[src/rtl/erw_pkg.sv]
package erw_pkg;

  localparam int unsigned AW       = 32;
  localparam int unsigned LW       = 16;
  localparam int unsigned TRB_W    = 256;
  localparam logic [3:0]  EVT_TYPE = 4'h3;

  typedef struct packed {
    logic          cc;
    logic          ioc;
    logic [LW-1:0] len;
    logic [AW-1:0] src;
    logic [AW-1:0] dst;
  } cmp_rec_t;

  typedef enum logic [0:0] {
    PORT_IDLE = 1'b0,
    PORT_BUSY = 1'b1
  } port_state_e;

  // Build the 256-bit status entry from a completion record.
  function automatic logic [TRB_W-1:0] pack_entry(input cmp_rec_t r);
    logic [31:0] w0;
    w0 = {r.len, 9'b0, r.cc, r.ioc, EVT_TYPE, 1'b0};
    return {{(TRB_W-96){1'b0}}, r.dst, r.src, w0};
  endfunction

  // Does the entry just written complete one pass of the ring?
  function automatic logic pass_done(input logic [LW-1:0] idx,
                                     input logic [LW-1:0] size);
    return ({1'b0, idx} + 1'b1) >= {1'b0, size};
  endfunction

  // Address of the slot after the current one.
  function automatic logic [AW-1:0] step_slot(input logic [AW-1:0] cur,
                                              input logic [AW-1:0] base,
                                              input logic          wrap,
                                              input int unsigned   stride);
    return wrap ? base : cur + AW'(stride);
  endfunction

endpackage

[src/rtl/erw_slot_tracker.sv]
module erw_slot_tracker
  import erw_pkg::*;
#(
  parameter int unsigned SIZE_W      = 16,
  parameter int unsigned ENTRY_BYTES = 32
) (
  input  logic              clk,
  input  logic              rst_n,
  input  logic              enable,
  input  logic [AW-1:0]     base,
  input  logic [SIZE_W-1:0] size,
  input  logic              advance,
  output logic [AW-1:0]     slot,
  output logic              fresh,
  output logic              at_last
);

  logic [AW-1:0]     slot_q;
  logic [SIZE_W-1:0] idx_q;
  logic              fresh_q;

  assign slot    = fresh_q ? base : slot_q;
  assign fresh   = fresh_q;
  assign at_last = pass_done(LW'(idx_q), LW'(size));

  always_ff @(posedge clk or negedge rst_n) begin
    if (!rst_n) begin
      slot_q  <= '0;
      idx_q   <= '0;
      fresh_q <= 1'b1;
    end else if (!enable) begin
      slot_q  <= base;
      idx_q   <= '0;
      fresh_q <= 1'b1;
    end else if (advance) begin
      slot_q  <= step_slot(slot, base, at_last, ENTRY_BYTES);
      idx_q   <= at_last ? '0 : idx_q + 1'b1;
      fresh_q <= 1'b0;
    end
  end

  AST_WRAP_TO_BASE: assert property (@(posedge clk) disable iff (!rst_n)
    advance && enable && at_last |=> !enable || slot == $past(base));

  AST_STEP_STRIDE: assert property (@(posedge clk) disable iff (!rst_n)
    advance && enable && !at_last |=> !enable || slot == $past(slot) + AW'(ENTRY_BYTES));

endmodule

[src/rtl/erw_hold.sv]
module erw_hold
  import erw_pkg::*;
(
  input  logic     clk,
  input  logic     rst_n,
  input  logic     in_valid,
  input  cmp_rec_t in_rec,
  output logic     in_ready,
  input  logic     release_i,
  output logic     valid,
  output cmp_rec_t rec
);

  logic     valid_q;
  cmp_rec_t rec_q;

  assign in_ready = !valid_q;
  assign valid    = valid_q;
  assign rec      = rec_q;

  always_ff @(posedge clk or negedge rst_n) begin
    if (!rst_n) begin
      valid_q <= 1'b0;
      rec_q   <= '0;
    end else if (release_i) begin
      valid_q <= 1'b0;
    end else if (in_valid && !valid_q) begin
      valid_q <= 1'b1;
      rec_q   <= in_rec;
    end
  end

  AST_HOLD_KEEPS_RECORD: assert property (@(posedge clk) disable iff (!rst_n)
    valid && !release_i |=> valid && $stable(rec));

endmodule

[src/rtl/erw_mem_port.sv]
module erw_mem_port
  import erw_pkg::*;
(
  input  logic             clk,
  input  logic             rst_n,
  input  logic             go,
  input  logic [AW-1:0]    addr_in,
  input  logic [TRB_W-1:0] data_in,
  input  logic             ioc_in,
  output logic             idle,
  output logic             req,
  output logic [AW-1:0]    addr,
  output logic [TRB_W-1:0] data,
  input  logic             ack,
  output logic             fire,
  output logic             done,
  output logic             done_ioc
);

  port_state_e      st_q;
  logic [AW-1:0]    addr_q;
  logic [TRB_W-1:0] data_q;
  logic             ioc_q;
  logic             done_q;
  logic             done_ioc_q;

  assign idle     = (st_q == PORT_IDLE);
  assign req      = (st_q == PORT_BUSY);
  assign addr     = addr_q;
  assign data     = data_q;
  assign fire     = req && ack;
  assign done     = done_q;
  assign done_ioc = done_ioc_q;

  always_ff @(posedge clk or negedge rst_n) begin
    if (!rst_n) begin
      st_q       <= PORT_IDLE;
      addr_q     <= '0;
      data_q     <= '0;
      ioc_q      <= 1'b0;
      done_q     <= 1'b0;
      done_ioc_q <= 1'b0;
    end else begin
      done_q <= fire;
      if (fire) done_ioc_q <= ioc_q;
      unique case (st_q)
        PORT_IDLE: if (go) begin
          st_q   <= PORT_BUSY;
          addr_q <= addr_in;
          data_q <= data_in;
          ioc_q  <= ioc_in;
        end
        PORT_BUSY: if (ack) st_q <= PORT_IDLE;
        default: st_q <= PORT_IDLE;
      endcase
    end
  end

  AST_REQ_STABLE: assert property (@(posedge clk) disable iff (!rst_n)
    req && !ack |=> req && $stable(addr) && $stable(data));

  AST_DONE_SINGLE: assert property (@(posedge clk) disable iff (!rst_n)
    done |=> !done);

  AST_DONE_AFTER_ACK: assert property (@(posedge clk) disable iff (!rst_n)
    req && ack |=> done);

endmodule

[src/rtl/erw_full_flag.sv]
module erw_full_flag (
  input  logic clk,
  input  logic rst_n,
  input  logic set,
  input  logic clr,
  output logic flag
);

  logic flag_q;
  assign flag = flag_q;

  always_ff @(posedge clk or negedge rst_n) begin
    if (!rst_n)   flag_q <= 1'b0;
    else if (set) flag_q <= 1'b1;
    else if (clr) flag_q <= 1'b0;
  end

  AST_FULL_SET: assert property (@(posedge clk) disable iff (!rst_n)
    set |=> flag);

  AST_FULL_STICKY: assert property (@(posedge clk) disable iff (!rst_n)
    flag && !clr |=> flag);

endmodule

[src/rtl/event_ring_writer.sv]
module event_ring_writer
  import erw_pkg::*;
#(
  parameter int unsigned SIZE_W      = 16,
  parameter int unsigned ENTRY_BYTES = 32
) (
  input  logic              clk,
  input  logic              rst_n,
  input  logic              cfg_enable,
  input  logic [31:0]       cfg_base,
  input  logic [SIZE_W-1:0] cfg_size,
  input  logic [31:0]       cfg_deq,
  input  logic              full_clr,
  output logic              ring_full,
  output logic [31:0]       cur_slot,
  input  logic              cmp_valid,
  output logic              cmp_ready,
  input  logic              cmp_cc,
  input  logic              cmp_ioc,
  input  logic [15:0]       cmp_len,
  input  logic [31:0]       cmp_src,
  input  logic [31:0]       cmp_dst,
  output logic              mem_req,
  output logic [31:0]       mem_addr,
  output logic [255:0]      mem_data,
  input  logic              mem_ack,
  output logic              trb_done,
  output logic              trb_done_ioc
);

  cmp_rec_t      in_rec;
  cmp_rec_t      held_rec;
  logic          held_valid;
  logic          port_idle;
  logic          port_fire;
  logic          slot_fresh;
  logic          slot_last;
  logic [AW-1:0] slot_addr;
  logic          slot_hits_deq;
  logic          ring_blocked;
  logic          issue_go;

  assign in_rec = '{cc: cmp_cc, ioc: cmp_ioc, len: cmp_len, src: cmp_src, dst: cmp_dst};

  // Named events used by the guards below.
  assign slot_hits_deq = !slot_fresh && (slot_addr == cfg_deq);
  assign ring_blocked  = cfg_enable && held_valid && port_idle && slot_hits_deq;
  assign issue_go      = cfg_enable && held_valid && port_idle && !slot_hits_deq;
  assign cur_slot      = slot_addr;

  erw_hold u_hold (
    .clk       (clk),
    .rst_n     (rst_n),
    .in_valid  (cmp_valid),
    .in_rec    (in_rec),
    .in_ready  (cmp_ready),
    .release_i (port_fire),
    .valid     (held_valid),
    .rec       (held_rec)
  );

  erw_slot_tracker #(
    .SIZE_W      (SIZE_W),
    .ENTRY_BYTES (ENTRY_BYTES)
  ) u_track (
    .clk     (clk),
    .rst_n   (rst_n),
    .enable  (cfg_enable),
    .base    (cfg_base),
    .size    (cfg_size),
    .advance (port_fire),
    .slot    (slot_addr),
    .fresh   (slot_fresh),
    .at_last (slot_last)
  );

  erw_mem_port u_port (
    .clk      (clk),
    .rst_n    (rst_n),
    .go       (issue_go),
    .addr_in  (slot_addr),
    .data_in  (pack_entry(held_rec)),
    .ioc_in   (held_rec.ioc),
    .idle     (port_idle),
    .req      (mem_req),
    .addr     (mem_addr),
    .data     (mem_data),
    .ack      (mem_ack),
    .fire     (port_fire),
    .done     (trb_done),
    .done_ioc (trb_done_ioc)
  );

  erw_full_flag u_full (
    .clk   (clk),
    .rst_n (rst_n),
    .set   (ring_blocked),
    .clr   (full_clr),
    .flag  (ring_full)
  );

  AST_NO_OVERWRITE: assert property (@(posedge clk) disable iff (!rst_n)
    $rose(mem_req) && !slot_fresh |-> mem_addr != $past(cfg_deq));

  AST_BLOCK_STALLS: assert property (@(posedge clk) disable iff (!rst_n)
    ring_blocked |=> !mem_req && !cmp_ready);

  AST_LAST_WRAP_CHECK: assert property (@(posedge clk) disable iff (!rst_n)
    port_fire && slot_last && cfg_enable && (cfg_deq == cfg_base) && $stable(cfg_deq)
      |=> !mem_req);

endmodule

[config.mk]
export PLATFORM = sky130hd
export DESIGN_NAME = event_ring_writer
export DESIGN_NICKNAME = d
export VERILOG_FILES = /design/src/rtl/erw_pkg.sv /design/src/rtl/erw_slot_tracker.sv /design/src/rtl/erw_hold.sv /design/src/rtl/erw_mem_port.sv /design/src/rtl/erw_full_flag.sv /design/src/rtl/event_ring_writer.sv
export SDC_FILE = /design/constraint.sdc
export NUM_CORES = 1
export LEC_CHECK = 0
export ABC_AREA = 1
export ABC_CLOCK_PERIOD_IN_PS = 6900
export CAP_MARGIN = 20
export CORE_AREA = 2 2 190 192
export DETAILED_ROUTE_END_ITERATION = 6
export DIE_AREA = 0 0 192 194
export DONT_BUFFER_PORTS = 1
export HOLD_SLACK_MARGIN = 0.08
export RECOVER_POWER = 50
export SYNTH_ARGS = -nofsm -noshare
export SYNTH_HDL_FRONTEND = slang
export SYNTH_SLANG_ARGS = --single-unit
[constraint.sdc]
create_clock -name clk -period 6.9 [get_ports clk]
set_input_delay 0 -clock clk [delete_from_list [all_inputs] [get_ports clk]]
set_output_delay 0 -clock clk [all_outputs]
set_load 0.01 [all_outputs]
==> results.md <==
* Status: complete, but fails checks
* Failing checks: capacitance limit, slew limit
* Crit path max-delay cell type: clkbuf_1
* Cells along the critical path: dlygate4sd3_1 > dlygate4sd3_1 > clkbuf_1
* Core area at 0.0352 mm2
* Crit. End Element: asynchronous set/reset pin
* IO buf count at 0
* Final std cells w/o fill at 2339
* Setup ws final at 1.82 ns
* Internal power at 0.00384 W
* Initial Util at 39.9%
* First DRT Iteration DRCs at 684
* Cell count after synthesis at 1737
* First-pass GRT wire length at 65.0 mm
* Tot GR Track Use at 22.3%
* Std-Cell Rows at 69
* Post-Place Worst Slack at 2.45 ns
* Clock power frac at 26.8%
* Clock Skew at 0.00875 ns
* Asr flop ratio synth at 100%
* Largest net degree at the start of global routing at 252
* Vias in the first global route at 11205
* Hold WC Path Type: in2reg
* Delay of the slowest critical-path stage at 3.45 ns
* Fmax at 197 MHz
* Latest clock arrival within the worst-skew pair at 0.57 ns
* Synth Register Bits at 251
* Leak at 8.52 nW
* Die width at 192 um
* Worst path bufs/invs at 3
* Psw at 0.00226 W
* Routability congestion estimate at 0.975
* Minimum clock period after layout at 5.08 ns
* Number of I/O pins at 493
* Antenna violations before repair at 1
* Switching Fraction at 37.0%
* Final worst-path cycle share at 73.6%
* Max Cap Viol at 1
* Worst Setup Path Type: in2async
* Die area at 0.0372 mm2
* CP Launch Type: input pin
* Total congestion overflow at 0
* Yosys warnings at 0
* Pwr Density at 376 mW/mm2
* Critical Path AT at 4.57 ns
* Clock Sink Count at 251
* Combinational cell fraction of total power at 28.5%
* Clock buffer depth at 3
* Final hold vios at 0
* Max-slew violation count at 93
* Reg clk slew, reported paths at 0.06 ns
* Via density at 4.88
* Worst Tran Pin Value at 4.96 ns
* Share of power burned in registers at 44.7%
* CTS H-tree lvls at 1
* Final setup vio count at 0
* Via count at 11415
* Distinct cell type count after synthesis at 36
* Critical Path Most Common Cell: dlygate4sd3_1
* Die height at 194 um
* Setup TNS at 0 ns
* Critical path's top delay family: buffers and inverters
* Worst rel slew slack at -230%
* Worst-path fanout max at 93
* Post-CTS Setup Bufs at 0
* Sequential area share after synthesis at 44.8%
* Final net count at 2042
* Post-Syn Area at 0.0140 mm2
* Clock root cell: clkbuf_16
* RSZ-0062 raised after global routing: no
* Placed Cells at 2134
* Dpl hpwl at 28.2 mm
* Total CTS buffers at 29
* Worst vdd ir at 0.261 mV
* WL/cell at 17.9 um
* Layout cells sized above 1 at 9.06%
* CP required at 6.39 ns
* Post-route ant nets at 0
* Drt first pass iters at 6
* DRC errors left at 0
* Syn Area/Cell at 8.08 um2
* Post-synth top flop: dfrtp_1
* Area growth, synth to finish at 15.6%
* CTS tree: done
* Drt total wl at 41.8 mm
* Post-synth EDFFs at 0
==> state kept, by name, summed over array words and instances (netlist names) <==
signal / cells
u_full.flag: 1
u_port.done_ioc: 1
u_track.idx_q: 16
u_port.done: 1
u_hold.valid: 1
u_track.fresh: 1
u_port.req: 1
u_port.addr: 32
u_port.data: 83
u_hold.rec: 82
u_track.slot_q: 32
==> power groups by stage <==
stage | logic, W | registers (W) | clock network [W]
final | 0.00173 | 0.00272 | 0.00164
after global routing | 0.00195 | 0.00281 | 0.00174
after CTS | 0.00171 | 0.00273 | 0.00168
after detailed placement | 0.00149 | 0.00274 | 0
after global placement | 0.00144 | 0.00273 | 0
after floorplan | 0.00130 | 0.00254 | 0
==> per-layer routing <==
metal	track usage (%)	vias up	share of wire (%)
met3	7.73	100	11
met4	8.31	0	3.9
met1	27.5	5353	38
met2	35.8	561	46
met5	0	-	0
li1	-	5401	-
==> final cells by class <==
| type | instances | area (um2) |
|---|---|---|
| multi-input cells | 1283 | 6250 |
| diodes | 1 | 2.50 |
| inverters | 128 | 483 |
| clock inverters | 11 | 208 |
| well taps | 461 | 577 |
| flip-flops and latches | 251 | 6280 |
| clock buffers | 41 | 811 |
| fillers | 3396 | 19000 |
| repair buffers | 163 | 1620 |
==> through the flow <==
step / hold WS [ns] / utilization [%] / area, um2 / total power [W]
after global placement: -0.289 / 38.9 / 13700 / 0.00418
after detailed placement: -0.289 / 38.9 / 13700 / 0.00423
after CTS: 0.0838 / 46.1 / 16200 / 0.00612
after floorplan: -0.296 / - / 14700 / 0.00384
after global routing: 0.101 / 46.1 / 16200 / 0.00650
final: 0.111 / 46.1 / 16200 / 0.00610
==> cell usage after synthesis, types with 19 or more instances <==
cell type / n / area, um2
xor2_1: 22 / 193
dfrtp_1: 250 / 6260
nand4_1: 21 / 131
buf_4: 178 / 1340
o21ai_0: 23 / 115
o21bai_1: 24 / 180
inv_1: 117 / 439
nand2_1: 614 / 2300
buf_2: 19 / 95.1
nand3_1: 191 / 956
clkbuf_1: 37 / 139
nor2_1: 68 / 255
mux2_2: 82 / 923
==> repair_timing <==
| item | in CTS | in global routing |
|---|---|---|
| resized for setup | 0 | 0 |
| hold endpoints to repair | 405 | 92 |
| hold buffers | 150 | 1 |
==> cells in the final DEF (no fill, tap or decap), types with 3 or more instances in the layout <==
master,Yosys,layout
nand2_1,614,614
dfrtp_1,250,250
nand3_1,191,191
conb_1,1,172
dlygate4sd3_1,0,150
inv_1,117,117
mux2_2,82,82
nor2_1,68,66
clkbuf_16,0,29
o21bai_1,24,24
o21ai_0,23,23
xor2_1,22,22
nand4_1,21,21
ha_1,18,18
nand2_2,12,11
buf_4,178,11
clkbuf_1,37,9
inv_2,9,8
a21oi_1,5,5
nor2_2,3,5
o22ai_1,5,5
bufinv_16,0,5
nand3b_1,4,4
o21ai_1,4,4
clkbuf_8,0,4
nor3_1,3,3
and2_1,3,3
==> path summary, 6_finish.rpt <==
path / cells past startpoint / to / start / slack [ns]
setup / recovery: 3 / u_port.data[34]$_DFFE_PN0P_ / rst_n / 1.82
hold / removal: 2 / u_hold.rec[53]$_DFFE_PN0P_ / cmp_src[21] / 0.11
setup reg to reg: 13 / u_port.req$_DFF_PN0_ / u_track.fresh$_DFFE_PN1P_ / 1.90
hold reg to reg: 2 / u_track.slot_q[12]$_DFFE_PN0P_ / u_track.slot_q[12]$_DFFE_PN0P_ / 0.48
max in group clk: 13 / u_port.req$_DFF_PN0_ / u_track.fresh$_DFFE_PN1P_ / 1.90
min in group asynchronous: 3 / u_hold.rec[9]$_DFFE_PN0P_ / rst_n / 2.30
==> cell families (layout without fill, tap and decap cells) <==
family          after synthesis  in the layout  synth area share, %
fa+ha+maj                    18             18                 1.60
other cells                   1            173               0.0267
compound gates               64             64                 2.83
mux                          83             83                 6.65
flops                       251            251                 44.8
simple gates                924            924                 27.4
buf+inv                     374            343                 15.4
xor+xnor                     22             22                 1.37
(Power assumes the default switching activity.)
